[src/rtl/sp_agu_pkg.sv]
package sp_agu_pkg;

  typedef enum logic [1:0] {
    SPM_POST_INC = 2'd0,
    SPM_POST_DEC = 2'd1,
    SPM_PRE_DEC  = 2'd2,
    SPM_RSVD     = 2'd3
  } spm_mode_e;

  localparam int unsigned SPM_MODE_W = 2;

endpackage

[src/rtl/sp_pfx_accum.sv]
module sp_pfx_accum #(
  parameter int unsigned HI_W = 11,
  parameter int unsigned LO_W = 13,
  localparam int unsigned IMM_W = HI_W + LO_W
) (
  input  logic             clk,
  input  logic             rst_n,
  input  logic             pfx_valid,
  input  logic [LO_W-1:0]  pfx_imm,
  input  logic             consume,
  output logic             pfx_present,
  output logic [IMM_W-1:0] pfx_value
);

  logic [IMM_W-1:0] acc_q;
  logic             present_q;
  logic             ev_pfx_load;

  // a prefix only counts when no consuming instruction shares its cycle
  assign ev_pfx_load = pfx_valid && !consume;

  // shift: the older prefix keeps its low HI_W bits as the upper field
  function automatic logic [IMM_W-1:0] f_shift_in(input logic [IMM_W-1:0] cur,
                                                  input logic [LO_W-1:0]  nxt);
    return {cur[HI_W-1:0], nxt};
  endfunction

  always_ff @(posedge clk) begin
    if (!rst_n) begin
      acc_q     <= '0;
      present_q <= 1'b0;
    end else if (consume) begin
      acc_q     <= '0;
      present_q <= 1'b0;
    end else if (ev_pfx_load) begin
      acc_q     <= f_shift_in(acc_q, pfx_imm);
      present_q <= 1'b1;
    end
  end

  assign pfx_present = present_q;
  assign pfx_value   = acc_q;

  AST_PFX_CLEARS: assert property (@(posedge clk) disable iff (!rst_n)
    consume |=> (!pfx_present && pfx_value == '0));

  AST_PFX_FIRST_ZEXT: assert property (@(posedge clk) disable iff (!rst_n)
    (ev_pfx_load && !pfx_present) |=> (pfx_value[IMM_W-1:LO_W] == '0));

  AST_PFX_SECOND_LOW: assert property (@(posedge clk) disable iff (!rst_n)
    ev_pfx_load |=> (pfx_value[LO_W-1:0] == $past(pfx_imm)));

endmodule

[src/rtl/sp_addr_calc.sv]
module sp_addr_calc
  import sp_agu_pkg::*;
#(
  parameter int unsigned AW     = 24,
  parameter int unsigned SRC_W  = 24,
  parameter int unsigned DATA_W = 32,
  parameter int unsigned STEP   = 4
) (
  input  spm_mode_e         mode,
  input  logic              delay_slot,
  input  logic              pfx_present,
  input  logic [AW-1:0]     pfx_value,
  input  logic [AW-1:0]     sp_cur,
  input  logic [SRC_W-1:0]  src,
  output logic              mode_ok,
  output logic [AW-1:0]     step,
  output logic [AW-1:0]     eff_addr,
  output logic [AW-1:0]     sp_next,
  output logic [DATA_W-1:0] wdata,
  output logic              misaligned
);

  localparam int unsigned BYTES      = DATA_W / 8;
  localparam int unsigned ALIGN_BITS = $clog2(BYTES);
  localparam int unsigned PAD_W      = DATA_W - SRC_W;

  function automatic logic [AW-1:0] f_step(input logic use_pfx,
                                           input logic [AW-1:0] imm);
    return use_pfx ? imm : AW'(STEP);
  endfunction

  function automatic logic [AW-1:0] f_sp_add(input logic [AW-1:0] a,
                                             input logic [AW-1:0] b);
    return a + b;
  endfunction

  function automatic logic [AW-1:0] f_sp_sub(input logic [AW-1:0] a,
                                             input logic [AW-1:0] b);
    return a - b;
  endfunction

  function automatic logic [DATA_W-1:0] f_pack(input logic [SRC_W-1:0] v);
    return {{PAD_W{1'b0}}, v};
  endfunction

  function automatic logic f_misal(input logic [AW-1:0] a);
    return |a[ALIGN_BITS-1:0];
  endfunction

  logic          use_pfx;
  logic [AW-1:0] sp_dec;
  logic [AW-1:0] sp_inc;

  assign use_pfx = pfx_present && !delay_slot;
  assign step    = f_step(use_pfx, pfx_value);
  assign sp_inc  = f_sp_add(sp_cur, step);
  assign sp_dec  = f_sp_sub(sp_cur, step);
  assign wdata   = f_pack(src);

  always_comb begin
    mode_ok  = 1'b1;
    eff_addr = sp_cur;
    sp_next  = sp_cur;
    unique case (mode)
      SPM_POST_INC: begin
        eff_addr = sp_cur;
        sp_next  = sp_inc;
      end
      SPM_POST_DEC: begin
        eff_addr = sp_cur;
        sp_next  = sp_dec;
      end
      SPM_PRE_DEC: begin
        eff_addr = sp_dec;
        sp_next  = sp_dec;
      end
      default: begin
        mode_ok  = 1'b0;
      end
    endcase
  end

  assign misaligned = mode_ok && f_misal(eff_addr);

endmodule

[src/rtl/sp_store_out.sv]
module sp_store_out #(
  parameter int unsigned AW     = 24,
  parameter int unsigned DATA_W = 32,
  parameter int unsigned SRC_W  = 24
) (
  input  logic              clk,
  input  logic              rst_n,
  input  logic              fire,
  input  logic [AW-1:0]     eff_addr,
  input  logic [AW-1:0]     sp_next,
  input  logic [DATA_W-1:0] wdata,
  input  logic              misaligned,
  output logic              mem_we,
  output logic [AW-1:0]     mem_addr,
  output logic [DATA_W-1:0] mem_wdata,
  output logic              sp_we,
  output logic [AW-1:0]     sp_wdata,
  output logic              misalign_exc
);

  localparam int unsigned ALIGN_BITS = $clog2(DATA_W / 8);

  logic [AW-1:0] addr_forced;

  generate
    if (ALIGN_BITS > 0) begin : g_force
      assign addr_forced = {eff_addr[AW-1:ALIGN_BITS], {ALIGN_BITS{1'b0}}};
    end else begin : g_pass
      assign addr_forced = eff_addr;
    end
  endgenerate

  always_ff @(posedge clk) begin
    if (!rst_n) begin
      mem_we       <= 1'b0;
      sp_we        <= 1'b0;
      misalign_exc <= 1'b0;
      mem_addr     <= '0;
      mem_wdata    <= '0;
      sp_wdata     <= '0;
    end else begin
      mem_we       <= fire;
      sp_we        <= fire;
      misalign_exc <= fire && misaligned;
      if (fire) begin
        mem_addr  <= addr_forced;
        mem_wdata <= wdata;
        sp_wdata  <= sp_next;
      end
    end
  end

  AST_ADDR_ALIGNED: assert property (@(posedge clk) disable iff (!rst_n)
    mem_we |-> (mem_addr[ALIGN_BITS-1:0] == '0));

  AST_EXC_WITH_WRITE: assert property (@(posedge clk) disable iff (!rst_n)
    misalign_exc |-> (mem_we && sp_we));

  AST_DATA_TOP_ZERO: assert property (@(posedge clk) disable iff (!rst_n)
    mem_we |-> (mem_wdata[DATA_W-1:SRC_W] == '0));

  AST_STROBE_PAIR: assert property (@(posedge clk) disable iff (!rst_n)
    $rose(mem_we) |-> $rose(sp_we));

endmodule

[src/rtl/sp_store_agu.sv]
module sp_store_agu
  import sp_agu_pkg::*;
#(
  parameter int unsigned AW     = 24,
  parameter int unsigned HI_W   = 11,
  parameter int unsigned LO_W   = 13,
  parameter int unsigned DATA_W = 32,
  parameter int unsigned STEP   = 4
) (
  input  logic              clk,
  input  logic              rst_n,
  input  logic              req_valid,
  input  logic [1:0]        req_mode,
  input  logic              req_delay_slot,
  input  logic [AW-1:0]     req_src,
  input  logic [AW-1:0]     sp_in,
  input  logic              pfx_valid,
  input  logic [LO_W-1:0]   pfx_imm,
  input  logic              other_valid,
  output logic              mem_we,
  output logic [AW-1:0]     mem_addr,
  output logic [DATA_W-1:0] mem_wdata,
  output logic              sp_we,
  output logic [AW-1:0]     sp_wdata,
  output logic              misalign_exc
);

  localparam int unsigned IMM_W      = HI_W + LO_W;
  localparam int unsigned ALIGN_BITS = $clog2(DATA_W / 8);

  // named internal events
  logic             ev_consume;
  logic             ev_store_fire;
  logic             ev_mode_ok;
  logic             ev_misaligned;
  logic             pfx_present;
  logic [IMM_W-1:0] pfx_raw;
  logic [AW-1:0]    pfx_value;
  logic [AW-1:0]    step;
  logic [AW-1:0]    eff_addr;
  logic [AW-1:0]    sp_next;
  logic [DATA_W-1:0] wdata;
  spm_mode_e        mode;

  assign mode       = spm_mode_e'(req_mode);
  assign ev_consume = req_valid || other_valid;

  generate
    if (IMM_W >= AW) begin : g_imm_trunc
      assign pfx_value = pfx_raw[AW-1:0];
    end else begin : g_imm_ext
      assign pfx_value = {{(AW-IMM_W){1'b0}}, pfx_raw};
    end
  endgenerate

  sp_pfx_accum #(.HI_W(HI_W), .LO_W(LO_W)) u_accum (
    .clk         (clk),
    .rst_n       (rst_n),
    .pfx_valid   (pfx_valid),
    .pfx_imm     (pfx_imm),
    .consume     (ev_consume),
    .pfx_present (pfx_present),
    .pfx_value   (pfx_raw)
  );

  sp_addr_calc #(.AW(AW), .SRC_W(AW), .DATA_W(DATA_W), .STEP(STEP)) u_calc (
    .mode        (mode),
    .delay_slot  (req_delay_slot),
    .pfx_present (pfx_present),
    .pfx_value   (pfx_value),
    .sp_cur      (sp_in),
    .src         (req_src),
    .mode_ok     (ev_mode_ok),
    .step        (step),
    .eff_addr    (eff_addr),
    .sp_next     (sp_next),
    .wdata       (wdata),
    .misaligned  (ev_misaligned)
  );

  assign ev_store_fire = req_valid && ev_mode_ok;

  sp_store_out #(.AW(AW), .DATA_W(DATA_W), .SRC_W(AW)) u_out (
    .clk          (clk),
    .rst_n        (rst_n),
    .fire         (ev_store_fire),
    .eff_addr     (eff_addr),
    .sp_next      (sp_next),
    .wdata        (wdata),
    .misaligned   (ev_misaligned),
    .mem_we       (mem_we),
    .mem_addr     (mem_addr),
    .mem_wdata    (mem_wdata),
    .sp_we        (sp_we),
    .sp_wdata     (sp_wdata),
    .misalign_exc (misalign_exc)
  );

  AST_WRITE_FOLLOWS_REQ: assert property (@(posedge clk) disable iff (!rst_n)
    ev_store_fire |=> (mem_we && sp_we));

  AST_NO_SPURIOUS_WRITE: assert property (@(posedge clk) disable iff (!rst_n)
    !ev_store_fire |=> (!mem_we && !sp_we && !misalign_exc));

  AST_POST_ADDR: assert property (@(posedge clk) disable iff (!rst_n)
    (ev_store_fire && mode != SPM_PRE_DEC) |=>
      (mem_addr[AW-1:ALIGN_BITS] == $past(sp_in[AW-1:ALIGN_BITS])));

  AST_PRE_ADDR: assert property (@(posedge clk) disable iff (!rst_n)
    (ev_store_fire && mode == SPM_PRE_DEC) |=>
      (mem_addr[AW-1:ALIGN_BITS] == sp_wdata[AW-1:ALIGN_BITS]));

  AST_DEFAULT_STEP: assert property (@(posedge clk) disable iff (!rst_n)
    (ev_store_fire && mode == SPM_POST_INC && (req_delay_slot || !pfx_present)) |=>
      (sp_wdata == $past(sp_in) + AW'(STEP)));

  AST_DATA_SRC: assert property (@(posedge clk) disable iff (!rst_n)
    ev_store_fire |=> (mem_wdata[AW-1:0] == $past(req_src)));

endmodule

[config.mk]
export PLATFORM = sky130hd
export DESIGN_NAME = sp_store_agu
export DESIGN_NICKNAME = d
export VERILOG_FILES = /design/src/rtl/sp_agu_pkg.sv /design/src/rtl/sp_pfx_accum.sv /design/src/rtl/sp_addr_calc.sv /design/src/rtl/sp_store_out.sv /design/src/rtl/sp_store_agu.sv
export SDC_FILE = /design/constraint.sdc
export NUM_CORES = 1
export LEC_CHECK = 0
export CAP_MARGIN = 40
export CORE_ASPECT_RATIO = 0.9
export CORE_MARGIN = 3
export CORE_UTILIZATION = 36
export CTS_BUF_LIST = sky130_fd_sc_hd__clkbuf_8
export CTS_CLUSTER_DIAMETER = 40
export DETAILED_ROUTE_END_ITERATION = 10
export PLACE_DENSITY = 0.65
export SYNTH_ARGS = -nofsm -noshare
export SYNTH_HDL_FRONTEND = slang
export SYNTH_HIERARCHICAL = 1
export SYNTH_SLANG_ARGS = --single-unit
[constraint.sdc]
create_clock -name clk -period 4.78 [get_ports clk]
set_input_delay 1.195 -clock clk [delete_from_list [all_inputs] [get_ports clk]]
set_output_delay 1.195 -clock clk [all_outputs]
set_load 0.01 [all_outputs]
# Yosys cells after proc, flatten, opt, wreduce, memory -nomap -nowiden
# Cells that the tools add are included.
op_classes:
  add_sub_neg: 2
  eq_ne: 2
  n_mux: 4
  bitwise: 1
  n_reduce_logical: 13
ops:
  columns: ["op", "n"]
  rows:
  - ["2-to-1 mux 24 bit", 2]
  - ["one-hot mux 24 bit (2 select lines)", 1]
  - ["adder 24 bit", 1]
  - ["subtractor 24 bit", 1]
  - ["OR reduction 2 bit", 3]
  - ["logical AND 1 bit", 5]
  - ["OR reduction 3 bit", 1]
  - ["equality test 2 x 1 -> 1 bit, second input constant", 1]
  - ["equality test 2 bit, second input constant", 1]
  - ["logical NOT 1 bit", 2]
  - ["logical NOT 2 bit", 1]
  - ["logical OR 1 bit", 1]
  - ["2-to-1 mux 1 bit", 1]
  - ["NOT 1 bit", 1]
word_totals:
  reg_bits: 97
  in_bits: 69
  out_inout_bits: 83
  word_cells: 29

# Logic depth before layout (Yosys ltp)
depth:
  depth_word: 8
  depth_mapped: 16
  ltp_nobuf: 16

# Cells and area by module
# The synthesis kept the hierarchy.
by_module_without_submodules:
  columns: ["module", "n_inst", "cells_each", "area_each_um2", "seq_area_each_um2"]
  rows:
  - ["sp_addr_calc", 1, 552, 3731.1, 0.0]
  - ["sp_store_out", 1, 259, 3070.4, 1601.5]
  - ["sp_pfx_accum", 1, 82, 923.4, 500.5]
  - ["sp_store_agu", 1, 2, 12.5, 0.0]

# Worst setup path before layout
# No wires, ideal clock.
synth_path:
  path_kind: "input-to-reg"
  startpoint: "input req_delay_slot"
  endpoint: "register u_out.sp_wdata[23]"
  setup_ns: 0.116
  t_arrival_ns: 4.351
  required_time_ns: 4.664
  setup_slack_ns: 0.313
  path_stages: 15
  path_buffers: 1
  cell_sequence: "nor2b_1 > clkbuf_1 > nand2_1 > ha_1 > nor2b_1 > o311ai_2 > a31oi_1 > o211a_1 > o311ai_1 > a21oi_1 > xnor2_1 > mux2_1 > a221o_1 > mux2i_1 > nor2b_1"
synth_via:
  elab_chain_cells: 5
  word_cells_on_any_way: 6
  cone_classes: "add/sub (2); mux (2); reduce/logical (2)"
synth_lines:
  columns: ["element", "line_no", "text"]
  rows:
  - ["start, declared", "sp_store_agu.sv:14", "input logic req_delay_slot,"]
  - ["logical NOT 1 bit *", "sp_addr_calc.sv:54", "assign use_pfx = pfx_present && !delay_slot;"]
  - ["logical AND 1 bit *", "sp_addr_calc.sv:54", null]
  - ["2-to-1 mux 24 bit *", "sp_addr_calc.sv:29", "return use_pfx ? imm : AW'(STEP);"]
  - ["subtractor 24 bit / adder 24 bit (equally long branches)", "sp_addr_calc.sv:39, sp_addr_calc.sv:34", null]
  - ["one-hot mux 24 bit (2 select lines) *", "sp_addr_calc.sv:64", "unique case (mode)"]
  - ["via sp_next[23]", "sp_store_agu.sv:41", "logic [AW-1:0] sp_next;"]
  - ["end signal, assigned", "sp_store_out.sv:48", "sp_wdata <= sp_next;"]
  - ["end, declared", "sp_store_out.sv:17", "output logic [AW-1:0] sp_wdata,"]
# Mark *: on every way through the listed nets, which the timed path passes. The rest lies on a longest branch.
# A chain may end at the register's enable or synchronous reset.

# Worst setup path after layout
layout_path:
  startpoint: "input req_delay_slot"
  endpoint: "register u_out.sp_wdata[22]"
layout_via:
  elab_chain_cells: 5
  word_cells_on_any_way: 6
  cone_classes: "add/sub (2); mux (2); reduce/logical (2)"
layout_lines:
  columns: ["element", "line_no", "text"]
  rows:
  - ["logical NOT 1 bit *", "sp_addr_calc.sv:54", null]
  - ["logical AND 1 bit *", "sp_addr_calc.sv:54", null]
  - ["2-to-1 mux 24 bit *", "sp_addr_calc.sv:29", null]
  - ["via step[0]", "sp_store_agu.sv:39", "logic [AW-1:0] step;"]
  - ["subtractor 24 bit / adder 24 bit (equally long branches)", "sp_addr_calc.sv:39, sp_addr_calc.sv:34", null]
  - ["one-hot mux 24 bit (2 select lines) *", "sp_addr_calc.sv:64", null]
  - ["via sp_next[22]", "sp_store_agu.sv:41", null]
# Marks and branches as above.

==> flow_summary.yaml <==
floorplan:
  die_x_um: 161
  dieArea_um2: 23300
  num_rows: 50
  core_area_um2: 21000
  ios: 152
  start_util_pct: 36.9
  die_h_um: 145
synthesis:
  synth_top_family_by_area: "simple AND/OR/NAND/NOR gates"
  async_flop_share_pct: 0
  synthMuxAreaShare_pct: 15.7
  yosysTopAreaCellShare_pct: 27.2
  postSynthCellCount: 895
  synth_fa_ha_area_share_pct: 9.09
  avgSynthCellArea_um2: 8.65
  synth-compound-area-share_pct: 14.8
  ys_types: 71
  yosys.area_share.xor_xnor_pct: 3.85
  ys_seq_area_share_pct: 27.2
  synth_edf_count: 0
  synth.most_common_cell: "mux2i_1"
  synth_area_um2: 7740
  synth_ff_type: "dfxtp_1"
  synth_seq_cells: 105
  netlist_top_cells_area: "dfxtp_1 27%, mux2i_1 14%, ha_1 8.6%, nor2b_1 7.1%, buf_4 3.8%"
  synth-warning-count: 6
  synth_commonest_cells: "107 x mux2i_1, 105 x dfxtp_1, 88 x nor2b_1"
  synth_top_area_cell: "dfxtp_1"
  yosys.area_share.simple_pct: 17.6
clock_tree:
  clock_tree.buffer_depth: 2
  clock-sinks: 105
  clock_tree.htree_level_count: 3
  cts_resized: 0
  clock_latency_ns: 0.39
  numCtsBuffers: 9
  post_cts_buffers: 0
  path_clk_slew_ns: 0.11
  cts_hold_buf: 0
  clockRootBuffer: "clkbuf_8"
  cts_tree: "built"
finish:
  area_growth_pct: 24.5
  fin_cells: 1326
  layout-drive-gt1-share_pct: 11.1
  antenna_cells: 0
  nets: 1159
route:
  ant_nets: 0
  first_pass_iters: 5
  viasPerCell: 4.92
  drc: 0
  first_iter_violations: 379
  wl_um: 21100
  vias: 6519
  wl_per_cell_um: 15.9
placed_design:
  placed_cells: 1310
  io_buffers: 149
  gp_congestion: 0.904
  dp_slack_ns: -0.147
  dpl.hpwl_um: 16100
worst_setup_path:
  rrSetupSlack_ns: 1.08
  worst-path-buf-inv: 2
  slowest_delay_ns: 0.41
  cpLargestDelayFamily: "compound AO/OA/AOI/OAI gates"
  cp_max_fo: 3
  cp_slowest_cell: "clkdlybuf4s50_1"
  crit_arrival_ns: 4.85
  crit_path_end_kind: "register"
  crit_chain: "clkdlybuf4s50_1 -> nor2b_2 -> and2_1 -> ha_1 -> inv_1 -> fa_1 -> and2b_1 -> o311ai_1 -> a21oi_1 -> a31oi_1 -> o41a_1 -> or4_1 -> a32oi_1 -> xor2_1 -> o21ai_1 -> mux2i_1 -> nor2b_1"
  critPathLaunchType: "input pin"
  required_ns: 5.08
  crit_type: "input pin to register"
sta:
  setup_ws_ns: 0.227
  slew_headroom_pct: 53.6
  finalHoldViolations: 0
  fin_crit_ns: 4.55
  worst_pin_slew_ns: 0.696
  post-route-period-util_pct: 95.3
  fmax_ghz: 0.220
  report.final.slew_viol_count: 0
  setup_viol: 0
  finClkSkew_ns: 0.0103
  rsz0062_at_grt: "no"
  tns_ns: 0
  whs_ns: 0.485
hold_path:
  hold_class: "register to register"
power_and_ir_drop:
  p_total_mw: 2.14
  p_leak_nw: 4.12
  p_per_area_nw_per_um2: 223
  ir_worst_vdd_mv: 0.161
flow_run:
  cap_violations: 0
grt:
  gr-usage-all-layers_pct: 18.3
  grt_pass1_vias: 6536
  grt_pass1_wl_um: 34800
  antenna_found_initial: 0
  grt-ovfl-total: 0
  grt_max_degree: 81
run_status:
  outcome: "completed"
## power breakdown
part | total, mW | switching [mW] | internal (mW)
clock | 0.598 | 0.345 | 0.254
sequential | 0.947 | 0.0247 | 0.922
combinational | 0.599 | 0.288 | 0.311
## placed cells by master, fill, tap and decap left out, types with 3 or more instances in the layout
master | synthesis | routed
clkbuf_8 | 1 | 9
nand2_1 | 66 | 66
a221o_1 | 3 | 3
o211ai_1 | 4 | 4
xnor2_1 | 25 | 25
o21ai_0 | 26 | 26
inv_1 | 59 | 59
a221oi_1 | 11 | 11
a21oi_1 | 39 | 39
nor2b_1 | 88 | 87
o21a_1 | 7 | 7
o21bai_1 | 7 | 7
or2_2 | 6 | 6
a21o_1 | 6 | 6
clkdlybuf4s50_1 | 0 | 148
nor2_1 | 74 | 74
nand3_1 | 7 | 7
ha_1 | 53 | 53
o22ai_1 | 4 | 4
nand2b_1 | 8 | 8
dfxtp_1 | 105 | 105
mux2_2 | 12 | 12
xor2_1 | 9 | 9
mux2i_1 | 107 | 107
buf_4 | 39 | 58
a31oi_1 | 4 | 4
o221a_2 | 3 | 3
o31ai_1 | 8 | 8
o221ai_1 | 3 | 3
nor3_1 | 5 | 5
and3_1 | 3 | 3
conb_1 | 2 | 10
a211oi_1 | 5 | 5
a22oi_1 | 6 | 6
## worst min-delay path, delay by kind of cell, from the launching register on
kind	cells	cell delay [ns]
AND/OR/NAND/NOR	2	0.11
flip-flops	1	0.34
## registers in the layout, summed over array words and instances (netlist names)
signal               cells
u_accum/pfx_value       24
u_out/misalign_exc       1
u_out/mem_addr          22
u_out/mem_wdata         32
u_out/sp_we              1
u_accum/pfx_present      1
u_out/sp_wdata          24
## kinds of logic after synthesis
logic type / after synthesis
xor gates and xnor gates: 34
other: 2
DFF: 105
adders and majority gates: 55
and+or+nand+nor: 271
buffers and inverters: 148
AOI/OAI and AO/OA: 160
muxes: 120
## per-stage QoR
stage               area, um2  utilization, %
finish                   9630            46.0
global route             9630            46.0
CTS                      9630            45.9
detailed placement       9420            45.0
global placement         9410            44.9
floorplan                7770               -
## layout make-up
cell class | instances | area, um2
fillers | 2092 | 11300
multi-input cells | 650 | 4770
flip-flops and latches | 105 | 2100
repair buffers | 210 | 1980
well taps | 286 | 358
inverters | 59 | 221
clock buffers | 9 | 124
clock inverters | 7 | 83.8
## path summary, 6_finish.rpt
check | endpoint | startpoint | cells after the start
max | u_out/sp_wdata[22] | req_delay_slot | 17
min reg2reg | u_accum/pfx_present | u_accum/pfx_present | 2
min | u_accum/pfx_present | u_accum/pfx_present | 2
max reg2reg | u_out/sp_wdata[22] | u_accum/pfx_present | 16
## metal layers
| layer | up-vias | share of wire, % | global-route usage (%) |
|---|---|---|---|
| met5 | - | 0 | 0 |
| met1 | 3027 | 47 | 25.0 |
| met2 | 178 | 46 | 29.2 |
| met4 | 0 | 1.7 | 4.69 |
| met3 | 31 | 5.7 | 3.91 |
| li1 | 3283 | - | - |
Power figures use the tool's default switching activity.
